[config.mk]
export PLATFORM = sky130hd
export DESIGN_NAME = pp_ctrl
export DESIGN_NICKNAME = d
export VERILOG_FILES = /design/src/rtl/pp_pkg.sv /design/src/rtl/pp_stb_sync.sv /design/src/rtl/pp_port.sv /design/src/rtl/pp_ctrl.sv
export SDC_FILE = /design/constraint.sdc
export NUM_CORES = 1
export LEC_CHECK = 0
export CAP_MARGIN = 10
export CORE_AREA = 3 3 99 101
export CTS_CLUSTER_DIAMETER = 100
export DETAILED_ROUTE_END_ITERATION = 10
export DIE_AREA = 0 0 102 104
export PLACE_DENSITY = 0.78
export SETUP_SLACK_MARGIN = 0.02
export SLEW_MARGIN = 20
export SYNTH_ARGS = -nofsm -noshare
export SYNTH_HDL_FRONTEND = slang
export SYNTH_SLANG_ARGS = --single-unit
[constraint.sdc]
create_clock -name clk -period 2.7 [get_ports clk]
set_input_delay 0.54 -clock clk [delete_from_list [all_inputs] [get_ports clk]]
set_output_delay 0.54 -clock clk [all_outputs]
set_load 0.005 [all_outputs]
[src/rtl/pp_pkg.sv]
package pp_pkg;
  typedef enum logic [1:0] {
    PM_OUT   = 2'd0,
    PM_IN    = 2'd1,
    PM_BIDIR = 2'd2,
    PM_BITS  = 2'd3
  } pp_mode_e;

  typedef enum logic [1:0] {
    SEQ_IDLE = 2'd0,
    SEQ_DIR  = 2'd1,
    SEQ_MSK  = 2'd2
  } pp_seq_e;

  // command word field positions
  localparam int unsigned CMD_IS_MODE = 0;
  localparam int unsigned CMD_MODE_LO = 1;
  localparam int unsigned CMD_ALL     = 3;
  localparam int unsigned CMD_HI      = 4;
  localparam int unsigned CMD_IE      = 5;
  localparam int unsigned CMD_IE_SET  = 7;
endpackage

[src/rtl/pp_stb_sync.sv]
module pp_stb_sync #(
  parameter int unsigned STAGES = 2
) (
  input  logic clk,
  input  logic rst_n,
  input  logic stb_n,
  output logic low,
  output logic rise
);
  logic [STAGES-1:0] sh_q;
  logic              prev_q;

  always_ff @(posedge clk or negedge rst_n) begin
    if (!rst_n) begin
      sh_q   <= '1;
      prev_q <= 1'b1;
    end else begin
      sh_q   <= {sh_q[STAGES-2:0], stb_n};
      prev_q <= sh_q[STAGES-1];
    end
  end

  assign low  = ~sh_q[STAGES-1];
  assign rise = sh_q[STAGES-1] & ~prev_q;

  // a rising edge is a single-cycle event
  p_rise_single_r4: assert property (@(posedge clk) disable iff (!rst_n)
    rise |=> !rise);
endmodule

[src/rtl/pp_port.sv]
module pp_port import pp_pkg::*; #(
  parameter int unsigned W        = 8,
  parameter bit          BIDIR_OK = 1'b1
) (
  input  logic         clk,
  input  logic         rst_n,
  input  logic         dat_wr,
  input  logic         dat_rd,
  input  logic         cmd_wr,
  input  logic [W-1:0] wdata,
  input  logic         force_bits,
  input  logic [W-1:0] pin_in,
  input  logic         stb_low,
  input  logic         stb_rise,
  input  logic         aux_low,
  input  logic         aux_rise,
  output logic [W-1:0] pin_out,
  output logic [W-1:0] pin_oe,
  output logic         rdy,
  output logic         aux_rdy,
  output logic [W-1:0] rdata,
  output logic         irq,
  output pp_mode_e     mode_eff
);
  localparam logic [W-1:0] ONES = '1;

  // bit-control condition: all/any monitored input bits at the chosen level
  function automatic logic f_match(input logic [W-1:0] pins, input logic [W-1:0] dirm,
                                   input logic [W-1:0] selm, input logic all_of,
                                   input logic hi);
    logic [W-1:0] live;
    logic [W-1:0] hit;
    live = dirm & selm;
    hit  = hi ? pins : ~pins;
    if (live == '0) return 1'b0;
    return all_of ? ((hit & live) == live) : (|(hit & live));
  endfunction

  // read value in bit control: pins for inputs, latch for outputs
  function automatic logic [W-1:0] f_mix(input logic [W-1:0] pins, input logic [W-1:0] latch,
                                         input logic [W-1:0] dirm);
    return (pins & dirm) | (latch & ~dirm);
  endfunction

  pp_mode_e     mode_q;
  pp_seq_e      seq_q;
  logic         ie_q, all_q, hi_q;
  logic [W-1:0] dir_q, msk_q, out_q, in_q;
  logic         rdy_q, aux_q, pend_q, match_q;

  // named internal events
  pp_mode_e new_mode;
  logic     mode_wr, mode_ok, mode_take, ie_wr;
  logic     is_out, is_in, is_bidir, is_bits;
  logic     stb_done, aux_done, xfer_done, match_now, match_evt, irq_evt;

  assign new_mode  = pp_mode_e'(wdata[CMD_MODE_LO +: 2]);
  assign mode_wr   = cmd_wr && (seq_q == SEQ_IDLE) && wdata[CMD_IS_MODE];
  assign mode_ok   = BIDIR_OK || (new_mode != PM_BIDIR);
  assign mode_take = mode_wr && mode_ok;
  assign ie_wr     = cmd_wr && (seq_q == SEQ_IDLE) && !wdata[CMD_IS_MODE];

  assign mode_eff = force_bits ? PM_BITS : mode_q;
  assign is_out   = (mode_eff == PM_OUT);
  assign is_in    = (mode_eff == PM_IN);
  assign is_bidir = (mode_eff == PM_BIDIR);
  assign is_bits  = (mode_eff == PM_BITS);

  assign stb_done  = !is_bits && stb_rise;
  assign aux_done  = is_bidir && aux_rise;
  assign xfer_done = stb_done || aux_done;
  assign match_now = is_bits && f_match(pin_in, dir_q, msk_q, all_q, hi_q);
  assign match_evt = match_now && !match_q;
  assign irq_evt   = ie_q && (xfer_done || match_evt);

  // configuration and command sequencing
  always_ff @(posedge clk or negedge rst_n) begin
    if (!rst_n) begin
      mode_q <= PM_IN;
      seq_q  <= SEQ_IDLE;
      ie_q   <= 1'b0;
      all_q  <= 1'b0;
      hi_q   <= 1'b0;
      dir_q  <= '1;
      msk_q  <= '0;
    end else if (cmd_wr) begin
      case (seq_q)
        SEQ_DIR: begin
          dir_q <= wdata;
          seq_q <= SEQ_MSK;
        end
        SEQ_MSK: begin
          msk_q <= wdata;
          seq_q <= SEQ_IDLE;
        end
        default: begin
          if (wdata[CMD_IS_MODE]) begin
            if (mode_ok) begin
              mode_q <= new_mode;
              all_q  <= wdata[CMD_ALL];
              hi_q   <= wdata[CMD_HI];
              ie_q   <= wdata[CMD_IE];
              if (new_mode == PM_BITS) seq_q <= SEQ_DIR;
            end
          end else begin
            ie_q <= wdata[CMD_IE_SET];
          end
        end
      endcase
    end
  end

  // handshake, latches and interrupt state
  always_ff @(posedge clk or negedge rst_n) begin
    if (!rst_n) begin
      rdy_q   <= 1'b0;
      aux_q   <= 1'b0;
      pend_q  <= 1'b0;
      match_q <= 1'b0;
      out_q   <= '0;
      in_q    <= '0;
    end else begin
      if (mode_take)                       rdy_q <= 1'b0;
      else if ((is_out || is_bidir) && dat_wr) rdy_q <= 1'b1;
      else if (is_in && dat_rd)            rdy_q <= 1'b1;
      else if (stb_done || is_bits)        rdy_q <= 1'b0;

      if (mode_take)                   aux_q <= 1'b0;
      else if (is_bidir && dat_rd)     aux_q <= 1'b1;
      else if (aux_done || !is_bidir)  aux_q <= 1'b0;

      if (irq_evt) pend_q <= 1'b1;
      else if (dat_wr || dat_rd || (ie_wr && !wdata[CMD_IE_SET])) pend_q <= 1'b0;

      match_q <= match_now;

      if (dat_wr) out_q <= wdata;
      if ((is_in && stb_low) || (is_bidir && aux_low)) in_q <= pin_in;
    end
  end

  always_comb begin
    case (mode_eff)
      PM_OUT:   begin pin_oe = ONES;                   rdata = out_q; end
      PM_IN:    begin pin_oe = '0;                     rdata = in_q;  end
      PM_BIDIR: begin pin_oe = stb_low ? ONES : '0;    rdata = in_q;  end
      default:  begin pin_oe = ~dir_q;                 rdata = f_mix(pin_in, out_q, dir_q); end
    endcase
  end

  assign pin_out = out_q;
  assign rdy     = rdy_q;
  assign aux_rdy = BIDIR_OK ? aux_q : 1'b0;
  assign irq     = pend_q;

  p_out_rdy_r2: assert property (@(posedge clk) disable iff (!rst_n)
    (dat_wr && is_out) |=> rdy_q);

  p_in_rdy_r3: assert property (@(posedge clk) disable iff (!rst_n)
    (dat_rd && is_in) |=> rdy_q);

  p_rdy_drop_r4: assert property (@(posedge clk) disable iff (!rst_n)
    (stb_done && is_out && !dat_wr && !mode_take) |=> !rdy_q);

  p_irq_gate_r5: assert property (@(posedge clk) disable iff (!rst_n)
    $rose(pend_q) |-> $past(ie_q));

  p_match_irq_r9: assert property (@(posedge clk) disable iff (!rst_n)
    (match_evt && ie_q) |=> pend_q);

  generate
    if (!BIDIR_OK) begin : g_no_bidir
      p_no_bidir_r7: assert property (@(posedge clk) disable iff (!rst_n)
        mode_q != PM_BIDIR);
    end
  endgenerate
endmodule

[src/rtl/pp_ctrl.sv]
module pp_ctrl import pp_pkg::*; #(
  parameter int unsigned W           = 8,
  parameter int unsigned SYNC_STAGES = 2
) (
  input  logic         clk,
  input  logic         rst_n,
  input  logic         cpu_wr,
  input  logic         cpu_rd,
  input  logic [1:0]   cpu_addr,
  input  logic [W-1:0] cpu_wdata,
  output logic [W-1:0] cpu_rdata,
  input  logic [W-1:0] a_pin_in,
  output logic [W-1:0] a_pin_out,
  output logic [W-1:0] a_pin_oe,
  output logic         a_rdy,
  input  logic         a_stb_n,
  input  logic [W-1:0] b_pin_in,
  output logic [W-1:0] b_pin_out,
  output logic [W-1:0] b_pin_oe,
  output logic         b_rdy,
  input  logic         b_stb_n,
  output logic         a_irq,
  output logic         b_irq
);
  localparam int unsigned NSTB = 2;

  logic [NSTB-1:0] stb_n_vec, stb_low, stb_rise;
  assign stb_n_vec = {b_stb_n, a_stb_n};

  generate
    for (genvar i = 0; i < NSTB; i++) begin : g_sync
      pp_stb_sync #(.STAGES(SYNC_STAGES)) u_sync (
        .clk  (clk),
        .rst_n(rst_n),
        .stb_n(stb_n_vec[i]),
        .low  (stb_low[i]),
        .rise (stb_rise[i])
      );
    end
  endgenerate

  logic sel_b, sel_cmd;
  assign sel_b   = cpu_addr[1];
  assign sel_cmd = cpu_addr[0];

  logic a_dwr, a_drd, a_cwr, b_dwr, b_drd, b_cwr;
  assign a_dwr = cpu_wr && !sel_b && !sel_cmd;
  assign a_drd = cpu_rd && !sel_b && !sel_cmd;
  assign a_cwr = cpu_wr && !sel_b &&  sel_cmd;
  assign b_dwr = cpu_wr &&  sel_b && !sel_cmd;
  assign b_drd = cpu_rd &&  sel_b && !sel_cmd;
  assign b_cwr = cpu_wr &&  sel_b &&  sel_cmd;

  pp_mode_e     a_mode, b_mode;
  logic [W-1:0] a_rdata, b_rdata;
  logic         a_rdy_i, a_aux, b_rdy_i, b_aux, a_bidir;

  assign a_bidir = (a_mode == PM_BIDIR);

  pp_port #(.W(W), .BIDIR_OK(1'b1)) u_port_a (
    .clk(clk), .rst_n(rst_n),
    .dat_wr(a_dwr), .dat_rd(a_drd), .cmd_wr(a_cwr), .wdata(cpu_wdata),
    .force_bits(1'b0), .pin_in(a_pin_in),
    .stb_low(stb_low[0]), .stb_rise(stb_rise[0]),
    .aux_low(stb_low[1]), .aux_rise(stb_rise[1]),
    .pin_out(a_pin_out), .pin_oe(a_pin_oe), .rdy(a_rdy_i), .aux_rdy(a_aux),
    .rdata(a_rdata), .irq(a_irq), .mode_eff(a_mode)
  );

  pp_port #(.W(W), .BIDIR_OK(1'b0)) u_port_b (
    .clk(clk), .rst_n(rst_n),
    .dat_wr(b_dwr), .dat_rd(b_drd), .cmd_wr(b_cwr), .wdata(cpu_wdata),
    .force_bits(a_bidir), .pin_in(b_pin_in),
    .stb_low(stb_low[1]), .stb_rise(stb_rise[1]),
    .aux_low(1'b0), .aux_rise(1'b0),
    .pin_out(b_pin_out), .pin_oe(b_pin_oe), .rdy(b_rdy_i), .aux_rdy(b_aux),
    .rdata(b_rdata), .irq(b_irq), .mode_eff(b_mode)
  );

  assign a_rdy     = a_rdy_i;
  assign b_rdy     = a_bidir ? a_aux : (b_rdy_i | b_aux);
  assign cpu_rdata = sel_cmd ? '0 : (sel_b ? b_rdata : a_rdata);

  p_b_locked_r7: assert property (@(posedge clk) disable iff (!rst_n)
    a_bidir |-> (b_mode == PM_BITS));

  p_b_rdy_borrow_r7: assert property (@(posedge clk) disable iff (!rst_n)
    (a_bidir && !a_aux) |-> !b_rdy);
endmodule

### Word level (Yosys, flattened, before mapping)

Cells that the tools add are included.

* equal/unequal tests: 15
* mux-type cells: 44
* bitwise operators: 22
* reduce and logical (&&, ||, !) cells: 90

Operator list (number)
* bitwise AND 8 bit: 8
* 2-to-1 mux 8 bit: 6
* case mux 8 bit (3 select lines): 2
* logical AND 1 bit: 36
* NOT 8 bit: 4
* case mux 8 bit (2 select lines): 2
* 2-to-1 mux 1 bit: 27
* nonzero test 3 bit: 6
* equality test 8 bit: 2
* zero test 8 bit: 2
* bitwise OR 8 bit: 2
* OR reduction 8 bit: 2
* equality test 2 bit, second input constant: 7
* logical OR 1 bit: 13
* 2-to-1 mux 2 bit: 5
* AND reduction 2 bit: 5
* zero test 1 bit: 9
* AND reduction 3 bit: 3
* equality test 2 x 1 -> 1 bit, second input constant: 4
* zero test 2 bit: 4
* case mux 2 bit (2 select lines): 2
* AND reduction 4 bit: 2
* nonzero test 4 bit: 2
* OR reduction 2 bit: 4
* other kinds (5): 12

* register bits after elaboration: 91
* input port bits: 32
* output and inout port bits: 44
* logic and storage cells: 200

### Logic depth before layout (Yosys ltp)

Gate-level depths: netlist of run 1.

* word-level depth: 11
* mapped depth: 11
* depth with buffers taken out: 10

### Modules after synthesis

Synthesis of run 1 repeated with hierarchy kept, for this count alone.

* cells, all modules: 446
* area total of the unflattened synthesis: 5057.4 µm²

By module, submodules not included
* pp_port at u_port_a: instances 1, cells each 202, area each 2338.5 µm², seq. area each 1087.3 µm²
* pp_port at u_port_b: instances 1, cells each 203, area each 2303.5 µm², seq. area each 1062.3 µm²
* pp_ctrl: instances 1, cells each 31, area each 222.7 µm², seq. area each 0.0 µm²
* pp_stb_sync: instances 2, cells each 5, area each 96.3 µm², seq. area each 78.8 µm²

### Least setup slack after synthesis of run 1

No wires, ideal clock.

* kind: reg-to-output
* from: reg u_port_a.mode_q[0]
* to: out cpu_rdata[0]
* arrival: 1994 ps
* required time: 2160 ps
* path slack: 166 ps
* stages on the path, launching flop included: 11
* buffers on the path: 2
* cells stage by stage: dfstp_2 inv_1 ha_1 nor2_1 inv_1 ha_1 clkbuf_1 clkbuf_1 a21oi_1 a21oi_1 nor2_1

* longest elaborated chain between the ends: 7
* elaborated cells on any way between the ends: 13
* classes of those cells: 4 x eq/ne; 5 x mux; 4 x reduce/logical

RTL lines
* start: declaration: line pp_port.sv:45 `pp_mode_e mode_q;`
* start signal: assignment: line pp_port.sv:99 `mode_q <= new_mode;`
* equality test 2 bit: line pp_port.sv:143, pp_ctrl.sv:58
* 2-to-1 mux 2 bit: line pp_port.sv:63 `assign mode_eff = force_bits ? PM_BITS : mode_q;`
* equality test 2 bit / equality test 2 x 1 -> 1 bit (equally long branches): line pp_port.sv:143 `case (mode_eff)`
* OR reduction 2 bit (no source line)
* case mux 8 bit (2 select lines): line pp_port.sv:143
* 2-to-1 mux 8 bit * (2 in a row): line pp_ctrl.sv:82 `assign cpu_rdata = sel_cmd ? '0 : (sel_b ? b_rdata : a_rdata);`
* end: declaration: line pp_ctrl.sv:11 `output logic [W-1:0] cpu_rdata,`

Mark *: on every way between the ends. The rest lies on a longest branch, timed or not.

### Worst setup path after layout of run 1

* from: reg u_port_a.mode_q[0]
* to: out cpu_rdata[4]

The elaborated chain is that of the path after synthesis.

==> flow_metrics.env, run 1 <==
export IMPL_status="finished with violations"
export IMPL_violations="setup timing"
export IMPL_cts_buffer_depth=2
export IMPL_path_class="flop to output port"
export IMPL_tritoncts="built"
export IMPL_netlist_area_sq_mm=0.00485
export IMPL_finalHoldViolCount=0
export IMPL_postSynthAreaPerCell_sq_um=11.0
export IMPL_yosys_area_share_simple=0.0880
export IMPL_vias=4487
export IMPL_critPathRequiredTime_ps=2160
export IMPL_cts_buffers=9
export IMPL_relSlewSlack=0.536
export IMPL_place_gp_congestion=0.963
export IMPL_skew_ps=11.8
export IMPL_diodes=0
export IMPL_startpoint_type="flop"
export IMPL_synth_main_ff_cell="dfrtp_1"
export IMPL_synth_seq_area_share=0.476
export IMPL_worst_slack_ps=-222
export IMPL_yosysTopAreaCell="dfrtp_1"
export IMPL_drv_slew=0
export IMPL_worst_pin_slew_ps=694
export IMPL_die_w_um=102
export IMPL_synthXorXnorAreaFrac=0.0289
export IMPL_worstPathArrival_ps=2380
export IMPL_area_delta_synth_final_pct=39.6
export IMPL_final_layout_size_suffix_gt1_frac=0.416
export IMPL_viasPerCell=6.39
export IMPL_setup_violations_final=17
export IMPL_clock_root_buffer="clkbuf_8"
export IMPL_rows=35
export IMPL_track_usage=0.281
export IMPL_grt_pass1_wl_um=23200
export IMPL_synthMuxAreaShare=0.188
export IMPL_clk_pin_slew_ps=90
export IMPL_grt_pass1_vias=4447
export IMPL_yosysMostFrequentCell="dfrtp_1"
export IMPL_drt_iter0_markers=330
export IMPL_antenna_found_initial=0
export IMPL_synth_area_top_cells="dfrtp_1, mux2_2, dfstp_2"
export IMPL_fin_crit_ps=2920
export IMPL_ys_ff_latch=91
export IMPL_firstDrtPassIters=5
export IMPL_start_util=0.532
export IMPL_h_tree_depth=3
export IMPL_p_total_mw=8.47
export IMPL_synthAdderAreaFrac=0.0361
export IMPL_powerDensity_mw_per_mm2=1250
export IMPL_yosys_top_cells_count="dfrtp_1, mux2_2, nand2_1, o21ai_0, dfstp_2"
export IMPL_wirelength_um=16200
export IMPL_io_buffers=75
export IMPL_max_vdd_ir_drop_v=0.000593
export IMPL_io_pins=76
export IMPL_coreArea_sq_mm=0.00911
export IMPL_die_area_sq_mm=0.0106
export IMPL_nNetsFinal=632
export IMPL_ant_nets=0
export IMPL_synthesis_nets=487
export IMPL_die_y_um=104
export IMPL_hpwl_um=10000
export IMPL_grt_max_degree=53
export IMPL_maxCapViolations=0
export IMPL_fmax_mhz=342
export IMPL_synth_top_area_frac=0.346
export IMPL_synth_top_family_by_area="multiplexers"
export IMPL_period_share=1.08
export IMPL_rsz0062_at_grt="true"
export IMPL_synth_cell_types=38
export IMPL_hp_class="input port to async pin"
export IMPL_leakage_nw=2.93
export IMPL_cts_num_sinks=91
export IMPL_synthCells=441
export IMPL_wl_per_cell_um=23.1
export IMPL_dp_cells=655
export IMPL_synth_compound_area_frac=0.153
export IMPL_grt_overflow=0
export IMPL_endpoint_kind="output port"
export IMPL_clkLatencyLatePin_ps=380
export IMPL_ys_async_sr_fraction=1.00
export IMPL_yosys_warnings=0
export IMPL_stdcell_count=702
export IMPL_crit_fanout=6
export IMPL_drc=0
export IMPL_synth_edf_count=0
==> report_power, final <==
part	internal (mW)	switching, mW
sequential	2.01	0.654
clock	0.433	0.524
combinational	2.58	2.27
==> through the flow <==
step	setup WS, ps	hold WS, ps	util	instance area [sq um]	setup TNS, ps
floorplan	166	244	-	4850	0
global route	-294	181	0.743	6770	-2950
finish	-222	138	0.743	6770	-1610
CTS	-176	156	0.712	6480	-880
global placement	-277	347	0.661	6020	-3440
detailed placement	-430	350	0.661	6020	-5050
==> path summary, 6_finish.rpt <==
kind                                     startpoint                  endpoint  slack, ps  cells past startpoint
setup / recovery                 u_port_a.mode_q[0]              cpu_rdata[4]       -220                     12
hold / removal                                rst_n         u_port_b.seq_q[0]        140                      1
setup reg to reg                 u_port_a.mode_q[0]              u_port_b.rdy        -60                     19
hold reg to reg            g_sync[1].u_sync.sh_q[0]  g_sync[1].u_sync.sh_q[1]        360                      0
max in group asynchronous                     rst_n         u_port_a.dir_q[6]       1850                      2
min in group clk           g_sync[1].u_sync.sh_q[0]  g_sync[1].u_sync.sh_q[1]        360                      0
==> cell type report <==
type / instances / area, sq um
clock inverter: 7 / 76.3
clock buffer: 9 / 124
sequential: 91 / 2310
tap: 111 / 139
inverter: 16 / 81.3
multi-input combinational: 316 / 2730
timing repair buffer: 152 / 1310
fill: 599 / 2340
==> cells by family after synthesis <==
logic type                 Yosys count
buffers and inverters               34
muxes                               83
AOI/OAI and AO/OA                  110
and+or+nand+nor                     93
xor gates and xnor gates            16
DFF                                 91
adders and majority gates           14
==> what timing repair did <==
action	CTS	global route
gates cloned	0	1
hold buffers	0	0
resized for setup	119	51
endpoints found under the setup margin	24	34
hold endpoints to repair	0	0
setup buffers	24	10
pin swaps	22	7
==> critical path: stages (launching register included) <==
cell and delay (ps):
dfstp_2 550, inv_2 50, ha_4 170, inv_4 80, nand2_8 60, buf_6 130, ha_4 190, buf_12 140
a221oi_2 200, a21oi_1 100, a21oi_1 140, nor2_1 60, buf_2 120
==> state kept, by name, summed over array words and instances (netlist names), 2 cells and up <==
name                  count
g_sync.u_sync.prev_q      2
g_sync.u_sync.sh_q        4
u_port_a.dir_q            8
u_port_a.in_q             8
u_port_a.mode_q           2
u_port_a.msk_q            8
u_port_a.pin_out          8
u_port_a.seq_q            2
u_port_b.dir_q            8
u_port_b.in_q             8
u_port_b.mode_q           2
u_port_b.msk_q            8
u_port_b.pin_out          8
u_port_b.seq_q            2
==> layout by cell type, fill, tap and decap left out, drive strengths merged, types with 11 or more instances in the layout <==
master and n:
a21oi 22, a221oi 16, buf 95, clkdlybuf4s50 49, dfrtp 67, dfstp 24, ha 14, inv 16
mux2 65, mux2i 18, nand2 36, nand3 11, nor2 22, o21ai 30, xnor2 16
==> routing by layer <==
layer,vias to the layer above,global-route usage,routed length [um]
li1,1924,-,-
met1,2236,0.361,6300
met2,257,0.467,8040
met3,70,0.0510,1170
met4,0,0.110,706
met5,-,0,0
Note: power is estimated with default switching activity, not from simulation.
==> inputs of run 2 (changes only) <==
==> constraint.sdc (replaced) <==
create_clock -name clk -period 2.7 [get_ports clk]
set_input_delay 0.54 -clock clk [delete_from_list [all_inputs] [get_ports clk]]
set_output_delay 0.54 -clock clk [all_outputs]
set_load 0.05 [all_outputs]
==> flow_metrics.env, run 2 (synthesis gave the netlist of run 1 again) <==
export IMPL_status="finished with violations"
export IMPL_violations="setup timing"
export IMPL_track_usage=0.272
export IMPL_max_vdd_ir_drop_v=0.00120
export IMPL_skew_ps=13.5
export IMPL_h_tree_depth=3
export IMPL_r2r_start="u_port_a.mode_q[0]"
export IMPL_firstDrtPassIters=5
export IMPL_die_y_um=104
export IMPL_leakage_nw=2.69
export IMPL_r2r_slack_ps=520
export IMPL_grt_overflow=0
export IMPL_vias=4049
export IMPL_hpwl_um=9570
export IMPL_maxCapViolations=0
export IMPL_r2r_end="u_port_b.in_q[7]"
export IMPL_wl_met3_um=830
export IMPL_path_depth=11
export IMPL_fin_setup_tns_ps=-1820
export IMPL_die_w_um=102
export IMPL_drv_slew=0
export IMPL_area_delta_synth_final_pct=36.1
export IMPL_setup_violations_final=16
export IMPL_hp_class="input port to async pin"
export IMPL_clk_pin_slew_ps=90
export IMPL_endpoint_kind="output port"
export IMPL_start_util=0.532
export IMPL_final_cell_mix="dfrtp_1, mux2_2, clkdlybuf4s50_1"
export IMPL_tritoncts="built"
export IMPL_relSlewSlack=0.585
export IMPL_highest_layer="met4"
export IMPL_rows=35
export IMPL_wirelength_um=13900
export IMPL_cp_num_buf_inv=4
export IMPL_io_buffers=75
export IMPL_grt_pass1_wl_um=22300
export IMPL_coreArea_sq_mm=0.00911
export IMPL_fillers=615
export IMPL_path_delay_family="compound AO/OA/AOI/OAI gates"
export IMPL_io_pins=76
export IMPL_nNetsFinal=580
export IMPL_worstPathArrival_ps=2380
export IMPL_stdcell_area_sq_mm=0.00660
export IMPL_fmax_mhz=343
export IMPL_max_stage_delay_ps=540
export IMPL_wl_met1_um=5670
export IMPL_cts_buffers=9
export IMPL_cts_num_sinks=91
export IMPL_diodes=0
export IMPL_path_cells="inv_2, ha_4, inv_4, nand2_4, ha_4, inv_8, a221oi_4, a21oi_2, a21oi_2, nor2_4, buf_12"
export IMPL_crit_fanout=8
export IMPL_postPlaceCellArea_sq_mm=0.00607
export IMPL_rsz0062_at_grt="true"
export IMPL_path_class="flop to output port"
export IMPL_startpoint_type="flop"
export IMPL_wl_met2_um=6920
export IMPL_powerDensity_mw_per_mm2=1500
export IMPL_grt_max_degree=48
export IMPL_reg2reg_depth=8
export IMPL_ant_nets=0
export IMPL_grt_pass1_vias=4208
export IMPL_viasPerCell=6.23
export IMPL_worst_pin_slew_ps=621
export IMPL_period_share=1.08
export IMPL_wl_per_cell_um=21.4
export IMPL_slowest_stage="dfstp_2"
export IMPL_place_gp_congestion=0.938
export IMPL_drc=0
export IMPL_antenna_found_initial=0
export IMPL_clock_root_buffer="clkbuf_8"
export IMPL_cts_buffer_depth=2
export IMPL_finalHoldViolCount=0
export IMPL_worst_slack_ps=-217
export IMPL_critPathRequiredTime_ps=2160
export IMPL_fin_util=0.725
export IMPL_final_common_cell="dfrtp_1"
export IMPL_drt_iter0_markers=242
export IMPL_final_layout_size_suffix_gt1_frac=0.395
export IMPL_die_area_sq_mm=0.0106
export IMPL_fin_crit_ps=2920
export IMPL_clkLatencyLatePin_ps=360
## run 2: metal layers
| metal | vias up | GRT usage |
|---|---|---|
| met5 | - | 0 |
| met4 | 0 | 0.114 |
| met3 | 47 | 0.0503 |
| met2 | 166 | 0.447 |
| met1 | 2016 | 0.350 |
| li1 | 1820 | - |
## run 2: power breakdown
group | internal (mW) | switching, mW
combinational | 2.81 | 3.48
clock | 0.462 | 0.505
sequential | 2.01 | 0.631
total | 5.28 | 4.62
## run 2: worst max-delay path by stage
stage,start,to
5_1_grt,u_port_a.mode_q[0],cpu_rdata[4]
6_report,u_port_a.mode_q[0],cpu_rdata[6]
3_3_place_gp,u_port_a.mode_q[0],cpu_rdata[1]
4_1_cts,u_port_a.mode_q[0],cpu_rdata[3]
3_5_place_dp,u_port_a.mode_q[0],cpu_rdata[3]
2_1_floorplan,u_port_a.mode_q[0],a_pin_oe[0]
## run 2: area by class of cell
cell class                      instances  area [sq um]  area share
Timing Repair Buffer                  100          1130       0.171
Multi-Input combinational cell        316          2740       0.415
Sequential cell                        91          2310       0.350
Inverter                               16          75.1      0.0114
Clock buffer                           10           138      0.0208
Tap cell                              111           139      0.0210
Clock inverter                          6          71.3      0.0108
## run 2: repair_timing
| action | in CTS | in global routing |
|---|---|---|
| resized for setup | 49 | 18 |
| setup endpoints to repair | 24 | 24 |
| pin swaps | 14 | 6 |
| hold buffers | 0 | 0 |
| buffers inserted | 3 | 3 |
## run 2: stage by stage
stage	hold slack (ps)	total power [mW]	std cells	worst slack, ps
finish	169	9.90	650	-217
global route	196	10.4	650	-299
detailed placement	347	8.06	629	-78.4
global placement	346	7.90	629	-22.4
CTS	193	9.59	648	-154
floorplan	244	5.97	441	-39.6
